--- src/rtl/pwm_pkg.sv ---
package pwm_pkg;

  localparam int PS_W = 2;

  typedef enum logic [PS_W-1:0] {
    DIV_BY1 = 2'd0,
    DIV_BY2 = 2'd1,
    DIV_BY3 = 2'd2,
    DIV_BY4 = 2'd3
  } div_sel_t;

endpackage

--- src/rtl/pwm_rst_sync.sv ---
module pwm_rst_sync #(
  parameter int STAGES = 2
) (
  input  logic clk,
  input  logic rst_n,
  output logic rst_n_sync
);

  logic [STAGES-1:0] sh_q;
  logic [STAGES-1:0] sh_d;

  always_comb begin
    sh_d = {sh_q[STAGES-2:0], 1'b1};
  end

  always_ff @(posedge clk or negedge rst_n) begin
    if (!rst_n) begin
      sh_q <= '0;
    end else begin
      sh_q <= sh_d;
    end
  end

  assign rst_n_sync = sh_q[STAGES-1];

endmodule

--- src/rtl/pwm_prescaler.sv ---
module pwm_prescaler
  import pwm_pkg::*;
(
  input  logic     clk,
  input  logic     rst_n,
  input  div_sel_t sel,
  output logic     tick
);

  div_sel_t        sel_q;
  logic [PS_W-1:0] div_q;
  logic [PS_W-1:0] div_d;
  logic            sel_chg;

  always_comb begin
    sel_chg = (sel != sel_q);
    tick    = !sel_chg && (div_q == PS_W'(sel));
    if (sel_chg || tick) begin
      div_d = '0;
    end else begin
      div_d = div_q + PS_W'(1);
    end
  end

  always_ff @(posedge clk or negedge rst_n) begin
    if (!rst_n) begin
      sel_q <= DIV_BY1;
      div_q <= '0;
    end else begin
      sel_q <= sel;
      div_q <= div_d;
    end
  end

  AST_DIV1_EVERY_CLOCK: assert property (@(posedge clk) disable iff (!rst_n)
    (sel == DIV_BY1 && $past(sel) == DIV_BY1) |-> tick);

  AST_NO_BACK_TO_BACK: assert property (@(posedge clk) disable iff (!rst_n)
    (tick && sel != DIV_BY1) |=> !tick);

endmodule

--- src/rtl/pwm_timebase.sv ---
module pwm_timebase #(
  parameter int CNT_W = 8
) (
  input  logic             clk,
  input  logic             rst_n,
  input  logic             tick,
  input  logic             duty_wr,
  input  logic [CNT_W-1:0] duty_wdata,
  input  logic             per_wr,
  input  logic [CNT_W-1:0] per_wdata,
  output logic [CNT_W-1:0] cnt,
  output logic [CNT_W-1:0] duty_act,
  output logic [CNT_W-1:0] cnt_nxt,
  output logic [CNT_W-1:0] duty_nxt,
  output logic             period_end
);

  localparam logic [CNT_W-1:0] CNT_START = CNT_W'(1);

  logic [CNT_W-1:0] cnt_q;
  logic [CNT_W-1:0] duty_sh_q, duty_sh_d;
  logic [CNT_W-1:0] per_sh_q, per_sh_d;
  logic [CNT_W-1:0] duty_q, duty_d;
  logic [CNT_W-1:0] per_q, per_d;

  always_comb begin
    period_end = tick && (cnt_q == per_q);
    duty_sh_d  = duty_wr ? duty_wdata : duty_sh_q;
    per_sh_d   = per_wr ? per_wdata : per_sh_q;
    duty_d     = period_end ? duty_sh_q : duty_q;
    per_d      = period_end ? per_sh_q : per_q;
    if (period_end) begin
      cnt_nxt = CNT_START;
    end else if (tick) begin
      cnt_nxt = cnt_q + CNT_W'(1);
    end else begin
      cnt_nxt = cnt_q;
    end
    duty_nxt = duty_d;
  end

  always_ff @(posedge clk or negedge rst_n) begin
    if (!rst_n) begin
      cnt_q     <= CNT_START;
      duty_sh_q <= '0;
      per_sh_q  <= '0;
      duty_q    <= '0;
      per_q     <= '0;
    end else begin
      cnt_q     <= cnt_nxt;
      duty_sh_q <= duty_sh_d;
      per_sh_q  <= per_sh_d;
      duty_q    <= duty_d;
      per_q     <= per_d;
    end
  end

  assign cnt      = cnt_q;
  assign duty_act = duty_q;

  AST_ACTIVE_HELD: assert property (@(posedge clk) disable iff (!rst_n)
    !period_end |=> ($stable(duty_q) && $stable(per_q)));

  AST_RESTART_AT_ONE: assert property (@(posedge clk) disable iff (!rst_n)
    period_end |=> (cnt_q == CNT_START));

  AST_HOLD_WITHOUT_TICK: assert property (@(posedge clk) disable iff (!rst_n)
    !tick |=> $stable(cnt_q));

endmodule

--- src/rtl/pwm_out_stage.sv ---
module pwm_out_stage #(
  parameter int CNT_W = 8
) (
  input  logic             clk,
  input  logic             rst_n,
  input  logic             tick,
  input  logic             period_end,
  input  logic [CNT_W-1:0] cnt_nxt,
  input  logic [CNT_W-1:0] duty_nxt,
  input  logic             edge_pol,
  input  logic             out_dis,
  input  logic             flag_clr,
  output logic             pwm_out,
  output logic             flag
);

  logic act_q, act_d;
  logic dis_q;
  logic flag_q, flag_d;

  always_comb begin
    act_d = tick ? (cnt_nxt < duty_nxt) : act_q;
    if (period_end) begin
      flag_d = 1'b1;
    end else if (flag_clr) begin
      flag_d = 1'b0;
    end else begin
      flag_d = flag_q;
    end
  end

  always_ff @(posedge clk or negedge rst_n) begin
    if (!rst_n) begin
      act_q  <= 1'b0;
      dis_q  <= 1'b0;
      flag_q <= 1'b0;
    end else begin
      act_q  <= act_d;
      dis_q  <= out_dis;
      flag_q <= flag_d;
    end
  end

  assign pwm_out = dis_q ? edge_pol : (act_q ^ edge_pol);
  assign flag    = flag_q;

  AST_FLAG_SET_WINS: assert property (@(posedge clk) disable iff (!rst_n)
    period_end |=> flag_q);

  AST_FLAG_STICKY: assert property (@(posedge clk) disable iff (!rst_n)
    (flag_q && !flag_clr) |=> flag_q);

  AST_FLAG_CLEARED: assert property (@(posedge clk) disable iff (!rst_n)
    (flag_clr && !period_end) |=> !flag_q);

endmodule

--- src/rtl/pwm_buf_chan.sv ---
module pwm_buf_chan
  import pwm_pkg::*;
#(
  parameter int CNT_W = 8
) (
  input  logic             clk,
  input  logic             rst_n,
  input  logic [1:0]       div_sel,
  input  logic             edge_pol,
  input  logic             out_dis,
  input  logic             duty_wr,
  input  logic [CNT_W-1:0] duty_wdata,
  input  logic             per_wr,
  input  logic [CNT_W-1:0] per_wdata,
  input  logic             flag_clr,
  output logic             pwm_out,
  output logic             flag,
  output logic [CNT_W-1:0] cnt_val
);

  logic             rst_n_int;
  logic             tick;
  logic             period_end;
  logic [CNT_W-1:0] cnt_nxt;
  logic [CNT_W-1:0] duty_nxt;
  logic [CNT_W-1:0] duty_act;

  pwm_rst_sync #(.STAGES(2)) u_rst (
    .clk        (clk),
    .rst_n      (rst_n),
    .rst_n_sync (rst_n_int)
  );

  pwm_prescaler u_presc (
    .clk   (clk),
    .rst_n (rst_n_int),
    .sel   (div_sel_t'(div_sel)),
    .tick  (tick)
  );

  pwm_timebase #(.CNT_W(CNT_W)) u_tb (
    .clk        (clk),
    .rst_n      (rst_n_int),
    .tick       (tick),
    .duty_wr    (duty_wr),
    .duty_wdata (duty_wdata),
    .per_wr     (per_wr),
    .per_wdata  (per_wdata),
    .cnt        (cnt_val),
    .duty_act   (duty_act),
    .cnt_nxt    (cnt_nxt),
    .duty_nxt   (duty_nxt),
    .period_end (period_end)
  );

  pwm_out_stage #(.CNT_W(CNT_W)) u_out (
    .clk        (clk),
    .rst_n      (rst_n_int),
    .tick       (tick),
    .period_end (period_end),
    .cnt_nxt    (cnt_nxt),
    .duty_nxt   (duty_nxt),
    .edge_pol   (edge_pol),
    .out_dis    (out_dis),
    .flag_clr   (flag_clr),
    .pwm_out    (pwm_out),
    .flag       (flag)
  );

  AST_PIN_FOLLOWS_COMPARE: assert property (@(posedge clk) disable iff (!rst_n_int)
    !$past(out_dis) |-> ((pwm_out != edge_pol) == (cnt_val < duty_act)));

  AST_DISABLED_PIN_LEVEL: assert property (@(posedge clk) disable iff (!rst_n_int)
    $past(out_dis) |-> (pwm_out == edge_pol));

  AST_FLAG_WITH_RESTART: assert property (@(posedge clk) disable iff (!rst_n_int)
    (tick && cnt_val == cnt_nxt - CNT_W'(0) && period_end) |=> (flag && cnt_val == CNT_W'(1)));

endmodule

--- config.mk ---
export PLATFORM = sky130hd
export DESIGN_NAME = pwm_buf_chan
export DESIGN_NICKNAME = d
export VERILOG_FILES = /design/src/rtl/pwm_pkg.sv /design/src/rtl/pwm_rst_sync.sv /design/src/rtl/pwm_prescaler.sv /design/src/rtl/pwm_timebase.sv /design/src/rtl/pwm_out_stage.sv /design/src/rtl/pwm_buf_chan.sv
export SDC_FILE = /design/constraint.sdc
export NUM_CORES = 1
export LEC_CHECK = 0
export ABC_AREA = 1
export BUFFER_PORTS_ARGS = -buffer_cell sky130_fd_sc_hd__buf_2
export CAP_MARGIN = 15
export CORE_MARGIN = 10
export CORE_UTILIZATION = 50
export CTS_BUF_LIST = sky130_fd_sc_hd__clkbuf_16
export DETAILED_ROUTE_END_ITERATION = 10
export PLACE_DENSITY_LB_ADDON = 0.05
export SETUP_SLACK_MARGIN = 0.4
export SYNTH_ARGS = -nofsm -noshare
export SYNTH_HDL_FRONTEND = slang
export SYNTH_HIERARCHICAL = 1
export SYNTH_SLANG_ARGS = --single-unit
--- constraint.sdc ---
create_clock -name clk -period 2.23 [get_ports clk]
set_clock_uncertainty 0.1 [all_clocks]
set_input_delay 0 -clock clk [delete_from_list [all_inputs] [get_ports clk]]
set_output_delay 0 -clock clk [all_outputs]
set_load 0.05 [all_outputs]
==> impl_summary.txt <==
----------------------------------------------------
[Cells and area]
  Syn-to-layout area delta ... 31.83%
  Layout filler cell count ... 426
  Final standard cell count with taps included and fillers excluded ... 438
  Net count, final ... 400
  Area of combinational cells with multiple inputs ... 1227 µm²
  Fraction of layout instances using a drive strength above 1 ... 0.3370
  Antenna cell count ... 0
  Area occupied by registers ... 1229 µm²

[Timing]
  Achievable clock frequency ... 0.4087 GHz
  Headroom to the max-slew limit ... 0.6255
  Final slew viol count ... 0
  Period Utilization, post-route ... 1.097
  Slew @ Worst Pin ... 561.7 ps
  Final setup violation count ... 1
  Final hold violations ... 0
  Post-route minimum period ... 2447 ps
  Worst setup margin ... -217.1 ps
  Setup TNS Final ... -217.1 ps
  Unrepaired setup endpoints after global routing ... true

[Synth]
  Cell types with the largest area share after synthesis ... dfrtp_1 46%, nand2_1 9.8%, mux2_2 6.9%, inv_1 5.5%, o21bai_1 4.9%
  Proportion of synthesized flip-flops having asynchronous set or reset ... 1.000
  Gate count of the mapped netlist ... 290
  Synthesized flop and latch total ... 49
  Unique masters post-synth ... 35
  Most frequent cells after synthesis ... 68 x nand2_1, 48 x dfrtp_1, 38 x inv_1, 18 x nor2_1
  Post-Synth XOR/XNOR Area ... 0.02349
  Most used DFF post-synth ... dfrtp_1
  Synth Area in Compound Gates ... 0.06568
  Area share of and/or/nand/nor cells after synthesis ... 0.2407
  Sequential fraction of the synthesis area ... 0.4703
  Combinational family with the most area after synthesis ... simple AND/OR/NAND/NOR gates
  Area share of fa/ha/maj cells after synthesis ... 0.03835
  Yosys Warn Count ... 6
  Mapped cell area ... 2610 µm²
  Area fraction of the dominant cell type after synthesis ... 0.4602
  Library cell with the largest summed area after synthesis ... dfrtp_1
  Net count after synthesis ... 323
  Share of cell area taken by muxes after synthesis ... 0.06903
  Number of flops mapped to enable cells by yosys ... 0
  Average footprint of a synthesized cell ... 9.000 µm²
  Most frequent cell after synthesis ... nand2_1

[Setup path]
  Critical Path Fanout Max ... 6
  Reg-to-reg slack, setup ... -220 ps
  Arrival time worst endpoint ... 2570 ps
  Required time of the critical path ... 2350 ps
  Sort of element at the end of the critical path ... register
  CP Launch Type ... register
  Critical path class ... reg2reg

[Min path]
  Classification of the worst-slack hold path ... in2reg

[Place]
  Estimated wirelength of the detail-placed design ... 4180 µm
  Count of input and output buffers ... 34
  Placed Cells incl. Taps ... 405
  Final RePlAce weighted congestion ... 0.8563

[Clock network]
  Number of buffers added by the clock tree synthesis step ... 5
  Maximum level of the CTS H-tree ... 2
  Clock transition at the registers of the reported paths ... 60 ps
  Maximum clock path buffer count ... 2
  Cell at the root of the clock tree ... clkbuf_16
  CTS tree ... done
  Worst skew pair latency ... 280 ps
  Sink Count ... 49

[GRT]
  Overflow left after global routing ... 0
  Wire length of the first global-routing pass ... 10080 µm
  Largest net degree at the start of global routing ... 25
  Initial antenna violation count ... 0
  Aggregate global-route resource usage ... 0.1418
  Number of global-route vias before repair ... 2186

[Floorplanning]
  Die outline area ... 8510 µm²
  Die width ... 92.25 µm
  DIE HEIGHT ... 92.25 µm
  Core ar. ... 5075 µm²
  Starting density of the core ... 0.5143
  Std cell rows ... 26
  I/O pins ... 35

[Status]
  Status ... finished, violations left
  Violations in the final reports ... negative setup slack

[Pwr]
  Worst vdd ir ... 0.4476 mV
  Power per unit of standard cell area ... 756.1 nW/µm²
  Leakage Power ... 1.762 nW

[Flow run]
  Number of max-cap violations ... 0

[Detailed routing]
  Detailed-route via count ... 2075
  Avg WL per Cell ... 12.82 µm
  DRT Wirelength ... 5614 µm
  Detailed-routing iteration count for the pre-antenna-repair pass ... 4
  Count of nets left with antenna violations after detail routing ... 0
  First DRT Iteration DRCs ... 153
  Ratio of routed vias to standard cells ... 4.737
  DRC ... 0

----------------------------------------------------
-- cells by family after synthesis --
family	count (synthesis)
and+or+nand+nor	130
buffers and inverters	54
DFF	49
AOI/OAI and AO/OA	25
muxes	16
adders and majority gates	8
xor gates and xnor gates	7
other	1
-- layer usage --
metal	routed length [µm]	vias up	GRT usage
met3	217	6	0.03341
met5	0	-	0
met2	2719	37	0.2329
met1	2619	979	0.1840
li1	-	1053	-
met4	58	0	0.03342
-- what timing repair did --
item	4_1_cts	5_1_grt
pin swaps	2	13
hold buffers	22	0
setup buffers	0	3
endpoints found under the hold margin	22	0
endpoints found under the setup margin	5	25
resized for setup	5	17
-- registers in the layout, indices dropped and copies added (netlist names), 2 cells and up --
signal and cells:
u_tb/cnt 8, u_tb/duty_act 8, u_tb/duty_sh_q 8, u_tb/per_q 8, u_tb/per_sh_q 8, u_presc/div_q 2
u_presc/sel_q 2, u_rst/sh_q 2
-- power breakdown --
part	switching (mW)	total [mW]	internal [mW]
sequential	0.0983	1.08	0.982
clock	0.302	0.709	0.407
combinational	0.520	0.812	0.291
total	0.921	2.60	1.68
-- placed cells by master (no fill, tap or decap), types with 2 or more instances in the layout --
| cell type | netlist | routed |
|---|---|---|
| nand2_1 | 68 | 65 |
| mux2_2 | 16 | 16 |
| nor2_2 | 4 | 6 |
| ha_1 | 8 | 7 |
| clkbuf_16 | 0 | 5 |
| a21oi_1 | 4 | 4 |
| dfrtp_1 | 48 | 47 |
| buf_2 | 1 | 34 |
| nand3_4 | 1 | 2 |
| inv_2 | 9 | 9 |
| clkinv_2 | 0 | 2 |
| nand2_2 | 7 | 10 |
| nor2_4 | 3 | 6 |
| dlygate4sd3_1 | 0 | 22 |
| buf_6 | 1 | 5 |
| nand4_1 | 2 | 2 |
| nor2_1 | 18 | 13 |
| xor2_1 | 4 | 3 |
| buf_4 | 1 | 15 |
| inv_1 | 38 | 38 |
| o21bai_1 | 17 | 17 |
| xnor2_1 | 3 | 3 |
| o21ai_0 | 2 | 2 |
| nand3_1 | 17 | 17 |
-- final cells by class --
type,instances,area share
sequential,49,0.3571
multi-input combinational,187,0.3567
timing repair buffer,77,0.1684
inverter,47,0.05200
clock buffer,5,0.03636
tap,70,0.02545
clock inverter,3,0.004000
-- through the flow --
stage / power (mW) / area, µm² / setup WS (ps) / utilization / hold slack [ps]
2_1_floorplan: 1.620 / 2625 / -198.7 / - / -395.6
3_3_place_gp: 1.818 / 2970 / -151.7 / 0.5853 / -312.9
3_5_place_dp: 1.832 / 2970 / -212.0 / 0.5853 / -312.7
4_1_cts: 2.589 / 3356 / -163.8 / 0.6612 / 19.91
5_1_grt: 2.765 / 3441 / -419.8 / 0.6780 / 20.24
6_report: 2.602 / 3441 / -217.1 / 0.6780 / 21.98
-- critical path, cell delays in order, from the launching register on --
cell	delay (ps)
dfrtp_1	390
inv_1	60
nand2_1	50
nand2_1	70
nand2_2	70
nor3_4	210
inv_2	70
a21oi_2	150
nand3_4	130
nor2_4	290
nor2_1	100
ha_1	310
a21oi_1	130
nor2_1	60
nor2_2	80
nand2_1	60
nand2_1	50
-- final timing paths --
path	startpoint	to	cells past startpoint
setup reg to reg	u_presc/div_q[1]	u_out/act_q	16
setup / recovery	u_presc/div_q[1]	u_out/act_q	16
hold / removal	duty_wr	u_tb/duty_sh_q[0]	2
min in group asynchronous	u_rst/sh_q[1]	u_tb/cnt[2]	0
hold reg to reg	u_rst/sh_q[1]	u_tb/cnt[2]	0
max in group asynchronous	u_rst/sh_q[1]	u_tb/duty_act[5]	1
Note: power is estimated with default switching activity, not from simulation.
